[src/rtl/pmw_pkg.sv]
package pmw_pkg;
  localparam int PS_W   = 2;
  localparam int DSEL_W = 4;

  typedef enum logic [PS_W-1:0] {
    PS_D0    = 2'b00,
    PS_D1    = 2'b01,
    PS_D2    = 2'b10,
    PS_D3HOT = 2'b11
  } pstate_e;

  localparam logic [7:0] CAP_ID    = 8'h01;
  localparam logic [7:0] CAP_NEXT  = 8'h00;
  localparam logic [2:0] CAP_VER   = 3'b010;
  localparam logic [4:0] PME_FROM  = 5'b11111;

  // Bit positions in the control/status dword that software decodes.
  localparam int BIT_EN   = 8;
  localparam int DSEL_LO  = 9;
  localparam int BIT_STS  = 15;

  function automatic logic [31:0] cap_word();
    return {PME_FROM, 1'b1, 1'b1, 3'b000, 1'b0, 1'b0, 1'b0,
            CAP_VER, CAP_NEXT, CAP_ID};
  endfunction
endpackage

[src/rtl/pmw_csr.sv]
module pmw_csr
  import pmw_pkg::*;
(
  input  logic              clk,
  input  logic              por_n,
  input  logic              pci_rst_n,
  input  logic              rst_clr_en,
  input  logic              pwr_resume,
  input  logic              wake_evt,
  input  logic              cfg_wr,
  input  logic              cfg_addr,
  input  logic [3:0]        cfg_be,
  input  logic [31:0]       cfg_wdata,
  output logic [31:0]       cfg_rdata,
  output logic              en_o,
  output logic              sts_o
);
  pstate_e            ps_q;
  logic               en_q;
  logic               sts_q;
  logic [DSEL_W-1:0]  dsel_q;
  logic               bus_rst_q;
  logic               bus_rise;
  logic               lane0_wr;
  logic               lane1_wr;
  logic               sts_clr;
  logic               to_d0;

  assign bus_rise = pci_rst_n & ~bus_rst_q;
  assign lane0_wr = cfg_wr & cfg_addr & cfg_be[0];
  assign lane1_wr = cfg_wr & cfg_addr & cfg_be[1];
  assign sts_clr  = lane1_wr & cfg_wdata[BIT_STS];
  assign to_d0    = pwr_resume | (bus_rise & rst_clr_en);

  always_ff @(posedge clk or negedge por_n) begin
    if (!por_n) begin
      bus_rst_q <= 1'b0;
      ps_q      <= PS_D0;
      en_q      <= 1'b0;
      sts_q     <= 1'b0;
      dsel_q    <= '0;
    end else begin
      bus_rst_q <= pci_rst_n;
      if (to_d0)
        ps_q <= PS_D0;
      else if (lane0_wr)
        ps_q <= pstate_e'(cfg_wdata[PS_W-1:0]);
      if (lane1_wr) begin
        en_q   <= cfg_wdata[BIT_EN];
        dsel_q <= cfg_wdata[DSEL_LO +: DSEL_W];
      end
      // a new event wins over a clear in the same cycle
      sts_q <= (sts_q & ~sts_clr) | wake_evt;
    end
  end

  always_comb begin
    if (cfg_addr) begin
      cfg_rdata                     = '0;
      cfg_rdata[PS_W-1:0]           = ps_q;
      cfg_rdata[BIT_EN]             = en_q;
      cfg_rdata[DSEL_LO +: DSEL_W]  = dsel_q;
      cfg_rdata[BIT_STS]            = sts_q;
    end else begin
      cfg_rdata = cap_word();
    end
  end

  assign en_o  = en_q;
  assign sts_o = sts_q;

  logic unused_wbits;
  assign unused_wbits = ^{cfg_wdata[31:16], cfg_wdata[14:13], cfg_wdata[7:2], cfg_be[3:2]};

  AST_EVT_SETS_STS: assert property (@(posedge clk) disable iff (!por_n)
    wake_evt |=> sts_q);
  AST_STS_STICKY: assert property (@(posedge clk) disable iff (!por_n)
    (sts_q && !sts_clr) |=> sts_q);
  AST_RESUME_D0: assert property (@(posedge clk) disable iff (!por_n)
    pwr_resume |=> (ps_q == PS_D0));
  AST_PS_HOLD: assert property (@(posedge clk) disable iff (!por_n)
    (!cfg_wr && !pwr_resume && !bus_rise) |=> $stable(ps_q));
endmodule

[src/rtl/pmw_pulse.sv]
module pmw_pulse #(
  parameter int PULSE_CYC = 6250000
) (
  input  logic clk,
  input  logic por_n,
  input  logic trig,
  input  logic pos_pol,
  output logic pin_o
);
  localparam int CW = $clog2(PULSE_CYC + 1);
  localparam logic [CW-1:0] LOAD = CW'(PULSE_CYC);

  logic [CW-1:0] cnt_q;
  logic          busy;

  assign busy = (cnt_q != '0);

  always_ff @(posedge clk or negedge por_n) begin
    if (!por_n)
      cnt_q <= '0;
    else if (busy)
      cnt_q <= cnt_q - 1'b1;
    else if (trig)
      cnt_q <= LOAD;
  end

  assign pin_o = pos_pol ? busy : ~busy;

  AST_PULSE_COUNTDOWN: assert property (@(posedge clk) disable iff (!por_n)
    busy |=> (cnt_q == CW'($past(cnt_q) - 1'b1)));
  AST_PULSE_START: assert property (@(posedge clk) disable iff (!por_n)
    (trig && !busy) |=> (cnt_q == LOAD));
endmodule

[src/rtl/pm_wake_ctrl.sv]
module pm_wake_ctrl #(
  parameter int PULSE_CYC = 6250000
) (
  input  logic        clk,
  input  logic        por_n,
  input  logic        pci_rst_n,
  input  logic        pwr_resume,
  input  logic        rst_clr_en,
  input  logic        wol_mode,
  input  logic        cap_en,
  input  logic        pulse_pos,
  input  logic        wake_evt,
  input  logic        cfg_wr,
  input  logic        cfg_addr,
  input  logic [3:0]  cfg_be,
  input  logic [31:0] cfg_wdata,
  output logic [31:0] cfg_rdata,
  output logic        pme_drive,
  output logic        wake_pin
);
  logic en_bit;
  logic sts_bit;
  logic wake_ok;

  pmw_csr u_csr (
    .clk        (clk),
    .por_n      (por_n),
    .pci_rst_n  (pci_rst_n),
    .rst_clr_en (rst_clr_en),
    .pwr_resume (pwr_resume),
    .wake_evt   (wake_evt),
    .cfg_wr     (cfg_wr),
    .cfg_addr   (cfg_addr),
    .cfg_be     (cfg_be),
    .cfg_wdata  (cfg_wdata),
    .cfg_rdata  (cfg_rdata),
    .en_o       (en_bit),
    .sts_o      (sts_bit)
  );

  assign wake_ok   = en_bit | (wol_mode & cap_en);
  assign pme_drive = sts_bit & wake_ok;

  pmw_pulse #(.PULSE_CYC(PULSE_CYC)) u_pulse (
    .clk     (clk),
    .por_n   (por_n),
    .trig    (wake_evt & wake_ok),
    .pos_pol (pulse_pos),
    .pin_o   (wake_pin)
  );

  AST_PME_RELEASE: assert property (@(posedge clk) disable iff (!por_n)
    (cfg_wr && cfg_addr && cfg_be[1] && cfg_wdata[15] && !wake_evt) |=> !pme_drive);
endmodule

[config.mk]
export PLATFORM = sky130hd
export DESIGN_NAME = pm_wake_ctrl
export DESIGN_NICKNAME = d
export VERILOG_FILES = /design/src/rtl/pmw_pkg.sv /design/src/rtl/pmw_csr.sv /design/src/rtl/pmw_pulse.sv /design/src/rtl/pm_wake_ctrl.sv
export SDC_FILE = /design/constraint.sdc
export NUM_CORES = 1
export LEC_CHECK = 0
export CAP_MARGIN = 10
export CORE_ASPECT_RATIO = 1.2
export CORE_MARGIN = 1
export CORE_UTILIZATION = 46
export CTS_CLUSTER_DIAMETER = 30
export CTS_CLUSTER_SIZE = 16
export DETAILED_ROUTE_END_ITERATION = 7
export GPL_ROUTABILITY_DRIVEN = 0
export PLACE_DENSITY = 0.86
export SETUP_SLACK_MARGIN = 0.1
export SLEW_MARGIN = 5
export SYNTH_ARGS = -nofsm -noshare
export SYNTH_HDL_FRONTEND = slang
export SYNTH_SLANG_ARGS = --single-unit
[constraint.sdc]
create_clock -name clk -period 4.6 [get_ports clk]
set_input_delay 0.92 -clock clk [delete_from_list [all_inputs] [get_ports clk]]
set_output_delay 0.92 -clock clk [all_outputs]
set_load 0.03 [all_outputs]
-- Word-level counts from Yosys, hierarchy flattened
Cells that the tools add are included.
- register bits after elaboration: 32
- input port bits: 47
- logic and storage cells: 32
- add/subtract/negate cells: 1
- mux-type cells: 6
- bitwise operators: 16
- reduce and logical (&&, ||, !) cells: 3
- operator list (kind ; count):
    23-bit two-way mux ; 2
    32-bit two-way mux ; 1
    23-bit nonzero test ; 1
    23-bit by 1-bit subtractor with 23-bit output, second input constant ; 1
    1-bit bitwise AND ; 10
    2-bit two-way mux ; 2
    2-bit nonzero test ; 2
    1-bit inverter ; 3
    1-bit bitwise OR ; 3
    1-bit two-way mux ; 1

-- Longest topological paths before layout
- depth in word-level cells: 6
- depth in mapped cells: 8
- depth with buffers taken out: 7

-- Cells and area by module
A second synthesis with hierarchy kept.
- cells, all modules: 176
- area total of the unflattened synthesis: 1805.5 um^2
- by module, submodules not included (module ; instances ; cells an instance ; area each (um^2) ; sequential area each (um^2)):
    pmw_pulse ; 1 ; 115 ; 1199.9 ; 575.6
    pmw_csr ; 1 ; 58 ; 584.3 ; 225.2
    pm_wake_ctrl ; 1 ; 3 ; 21.3 ; 0.0

-- Least setup slack after synthesis
OpenSTA, ideal clock, no wires.
- kind: reg2out
- from: register u_pulse.cnt_q[0]
- to: output wake_pin
- data arrival time: 2017 ps
- path slack: 1663 ps
- cell stages (with the launch flop): 8
- cell sequence: dfrtp_1 inv_1 ha_1 nor4b_1 nand4_2 or2_1 buf_6 xnor2_1
- word-level cells in the longest chain between the ends: 3
- RTL lines (element ; line ; source):
    start, declared ; pmw_pulse.sv:13 ; logic [CW-1:0] cnt_q;
    start signal, assigned ; pmw_pulse.sv:22 ; cnt_q <= cnt_q - 1'b1;
    23-bit nonzero test (*) ; pmw_pulse.sv:16 ; assign busy = (cnt_q != '0);
    1-bit inverter ; pmw_pulse.sv:27 ; assign pin_o = pos_pol ? busy : ~busy;
    1-bit two-way mux (*) ; pmw_pulse.sv:27 ;
    end, declared ; pm_wake_ctrl.sv:19 ; output logic wake_pin
Every way passes the cells marked *; elsewhere a longest branch is shown, timed or not.

-- Final worst setup path
Same ends and word-level chain as after synthesis.

==> results <==
- The flow ran to the end, and the final reports show no timing, DRC or antenna violations.
- The part of the power in registers is 0.470.
- Clock latency on the worst-skew pair, taken at its later pin, is a little under 0.3 ns.
- The count of final hold-check violations is 0.
- Across the run, the number of max-cap violations was 0.
- Using the TritonRoute via totals, the vias-per-cell ratio works out to between 5 and 6.
- After clock tree synthesis, the clock-pin slew on the worst setup and hold paths is ~0.070 ns.
- The number of global-route vias before repair is around 1400.
- The clock share of power is 0.336.
- The proportion of synthesized flip-flops having asynchronous set or reset is 1.00.
- The CTS sink count is 32.
- Counting flops and latches in the post-synthesis netlist gives 32.
- The clock tree root driver cell is sky130_fd_sc_hd__clkbuf_8.
- The startpoint type of the worst setup path is a register.
- The critical path endpoint category is a primary output.
- The number of buffers added to fix hold violations after cts is 0.
- For this run, the slowest stage of the critical path takes between 0.6 and 0.7 ns.
- The initial utilization of the core area, before any placement, comes to 0.483.
- The worst pin sits at a relative slew slack of 0.607.
- STA puts the critical path data required time at 3.68 ns.
- The net switching share of the total power is 0.280.
- The quantity of gates resized following cts is 0.
- The number of cell rows is 25.
- The overflow left after global routing is 0.
- The first routing iteration left 45 violations.
- The number of antenna diodes in the final layout is 0.
- Among all flip-flop cells after synthesis, the most frequent one is sky130_fd_sc_hd__dfrtp_1.
- The first global-routing pass estimated between 6 and 7 mm of wire.
- In this run the count of I/O pins placed on the die edge is 81.
- In the final layout, the multi-input gates occupy about 950 um^2.
- The placed instance count is between 200 and 300.
- Of the available clock period, the critical path in the final layout requires 0.819.
- The path category of the worst min-delay check is register to register.
- The shortest period the worst path allows is around 3.8 ns.
- The signal arrival time at the worst endpoint is roughly 2.9 ns.
- Once layout is done, the placed cells without fillers occupy 2320 um^2.
- The floorplan die height is slightly above 70 um.
- Across the VDD grid, the largest voltage drop is around 0.22 mV.
- The total of endpoints with negative setup slack in the final report is 0.
- Synthesis handed over a netlist of between 150 and 200 instances.
- The initial antenna violation count came to 0.
- The switching component of the power is 183 uW.
- For this run, the register share of the synthesized area comes to 0.421.
- After detailed routing, the number of remaining DRC violations is 0.
- The analysis attributes to cell leakage a power of around 0.95 nW.
- In the final layout, flip-flops and latches occupy around 800 um^2.
- The clock tree skew after final layout is between 0.005 and 0.006 ns.
- The number of post-CTS setup repair buffers is 0.
- The total area inside the core boundary comes to about 4000 um^2.
- The largest individual stage delay along the critical path comes from the cell sky130_fd_sc_hd__clkdlybuf4s50_1.
- The area of the mapped netlist is roughly 1900 um^2.
- The power consumption is between 600 and 700 uW.
- TritonCTS built the clock tree.
- The number of standard cells in the layout, taps in and fillers out is approximately 280.
- Input and output buffers added on the ports amount to 38.
- The number of routed nets with antenna violations is 0.
- The number of warnings reported in the yosys synthesis log is 0.
- The path type of the worst setup path is register to primary output.
- The library cell used most frequently in the layout, excluding fill and tap cells, is sky130_fd_sc_hd__clkdlybuf4s50_1.
- In the layout the commonest cells are 38 x sky130_fd_sc_hd__clkdlybuf4s50_1, 32 x sky130_fd_sc_hd__dfrtp_1, 16 x sky130_fd_sc_hd__conb_1.
- The combinational share of power is 0.193.
- The layout has approximately 360 filler cells.
- The number of buffers inserted during clock tree synthesis is 5.
- The clock passes through at most 2 buffers.
- The HPWL reported at the end of detailed placement is around 2.8 mm.
- The number of enable-type register cells in the synthesized netlist is 0.
- After detailed routing, the average wire length per cell comes to approximately 13 um.
- Setup repair after global routing left no endpoint under its margin.
- For this design the ratio of total power to cell area is ~280 nW/um^2.
- Derived from the worst setup path, the maximum achievable clock frequency is between 200 and 300 MHz.
- The number of pins exceeding their max-slew limit in the final report is 0.
- For this run, the total global-route usage over all layers was measured as 0.192.
- The number of vias in the routed layout is 1461.
- The post-placement cell area is approximately 2200 um^2.
- The number of H-tree levels is 2.
- In this run the worst path has a maximum fanout of 11.
- The length of the first detailed-routing pass in iterations is 4.
- For this block, the routed nets add up to about 3.8 mm of wire.
- The area growth from synthesis to layout is 21.9%.
- Traced cell by cell, the critical path runs through inv_1 -> ha_1 -> nor4b_1 -> nand4_2 -> or2_1 -> xnor2_1 -> clkdlybuf4s50_1.
- The total internal power is 470 uW.
- After synthesis, the mean cell area works out to 10.1 um^2.
- The count of unique library cells instantiated by Yosys is 50.
- For the pin with the worst max-slew slack, the measured transition is 0.584 ns.
- The final-stage net count is approximately 270.
- The die outline area is 4400 um^2.
- Setup slack on the worst reg-to-reg path comes out at between 2 and 2.5 ns.
- The fraction of layout cells with a size suffix above 1 is 0.124.
- Entering global routing, the biggest net connects 33 pins.
- Measured along the x axis, the die boundary spans 60.7 um.
- In the final timing run, aggregate negative setup slack is 0 ns.
-- final timing paths --
check,cells past startpoint,start,endpoint
worst min register to register,1,u_pulse.cnt_q[15],u_pulse.cnt_q[15]
worst max register to register,5,u_pulse.cnt_q[11],u_pulse.cnt_q[4]
worst min-delay path,1,u_pulse.cnt_q[15],u_pulse.cnt_q[15]
max in group asynchronous,2,por_n,u_pulse.cnt_q[7]
worst max-delay path,7,u_pulse.cnt_q[0],wake_pin
min in group asynchronous,2,por_n,u_pulse.cnt_q[9]
-- cell families (layout without fill, tap and decap cells) --
logic type,count (synthesis),count (layout),synth area share
flops,32,32,0.421
simple gates,74,74,0.255
other cells,1,16,0.00197
mux,9,9,0.0513
compound gates,30,30,0.101
buf+inv,29,51,0.107
fa+ha+maj,2,2,0.0132
xor+xnor,11,11,0.0507
-- critical path, delay by kind of cell (launching register included) --
kind	cells	cell delay [ns]
flip-flops	1	0.41
XOR/XNOR	1	0.20
AND/OR/NAND/NOR	3	1.00
adder cells (fa/ha/maj)	1	0.16
buffers and inverters	2	0.77
-- registers in the layout, summed over array words and instances, names as in the netlist --
name / flops
u_pulse.cnt_q: 23
u_csr.dsel_q: 4
u_csr.ps_q: 2
u_csr.bus_rst_q: 1
u_csr.en_o: 1
u_csr.sts_o: 1
-- synthesized netlist by cell type (2+ instances only) --
cell                       count  area [um^2]
sky130_fd_sc_hd__a21oi_1       8         40.0
sky130_fd_sc_hd__and2_1        8         50.1
sky130_fd_sc_hd__buf_4        23          173
sky130_fd_sc_hd__dfrtp_1      32          801
sky130_fd_sc_hd__ha_1          2         25.0
sky130_fd_sc_hd__inv_1         4         15.0
sky130_fd_sc_hd__mux2_2        6         67.6
sky130_fd_sc_hd__mux2i_1       3         30.0
sky130_fd_sc_hd__nand2_1       9         33.8
sky130_fd_sc_hd__nand2_2       2         12.5
sky130_fd_sc_hd__nand2b_1      2         12.5
sky130_fd_sc_hd__nand3_1       5         25.0
sky130_fd_sc_hd__nand4_1       4         25.0
sky130_fd_sc_hd__nor2_1       14         52.6
sky130_fd_sc_hd__nor3_1        5         25.0
sky130_fd_sc_hd__nor4_1        3         18.8
sky130_fd_sc_hd__nor4_2        2         25.0
sky130_fd_sc_hd__nor4_4        3         63.8
sky130_fd_sc_hd__o21ai_0       2         10.0
sky130_fd_sc_hd__o21ai_1       4         20.0
sky130_fd_sc_hd__o21bai_1      3         22.5
sky130_fd_sc_hd__o31ai_1       4         30.0
sky130_fd_sc_hd__or3_1         4         25.0
sky130_fd_sc_hd__xnor2_1       8         70.1
sky130_fd_sc_hd__xor2_1        3         26.3
-- stage by stage --
step | worst slack (ns) | util | hold slack [ns]
3_5_place_dp | 1.14 | 0.565 | 0.484
5_1_grt | 0.616 | 0.588 | 0.511
2_1_floorplan | 1.66 | - | 0.456
3_3_place_gp | 1.15 | 0.565 | 0.473
6_report | 0.832 | 0.588 | 0.495
4_1_cts | 0.809 | 0.588 | 0.499
-- layer usage --
| layer | vias up | global-route usage | routed length [um] |
|---|---|---|---|
| met5 | - | 0 | 0 |
| met4 | 0 | 0.0707 | 76 |
| met3 | 7 | 0.0642 | 336 |
| met2 | 70 | 0.324 | 1820 |
| met1 | 687 | 0.224 | 1530 |
| li1 | 697 | - | - |
-- layout make-up --
cell class                      count  share of cell area
Multi-Input combinational cell    142               0.412
Tap cell                           54              0.0291
Clock buffer                        6              0.0356
Sequential cell                    32               0.345
Timing Repair Buffer               39               0.167
Clock inverter                      2             0.00432
Inverter                            4             0.00648
-- power groups by stage --
| stage | logic [mW] | registers (mW) | clock network (mW) |
|---|---|---|---|
| after floorplan | 0.0897 | 0.310 | 0 |
| after global placement | 0.125 | 0.312 | 0 |
| after detailed placement | 0.127 | 0.312 | 0 |
| after CTS | 0.127 | 0.307 | 0.227 |
| after global routing | 0.136 | 0.308 | 0.241 |
| final | 0.126 | 0.307 | 0.219 |
Note: power is estimated with default switching activity, not from simulation.
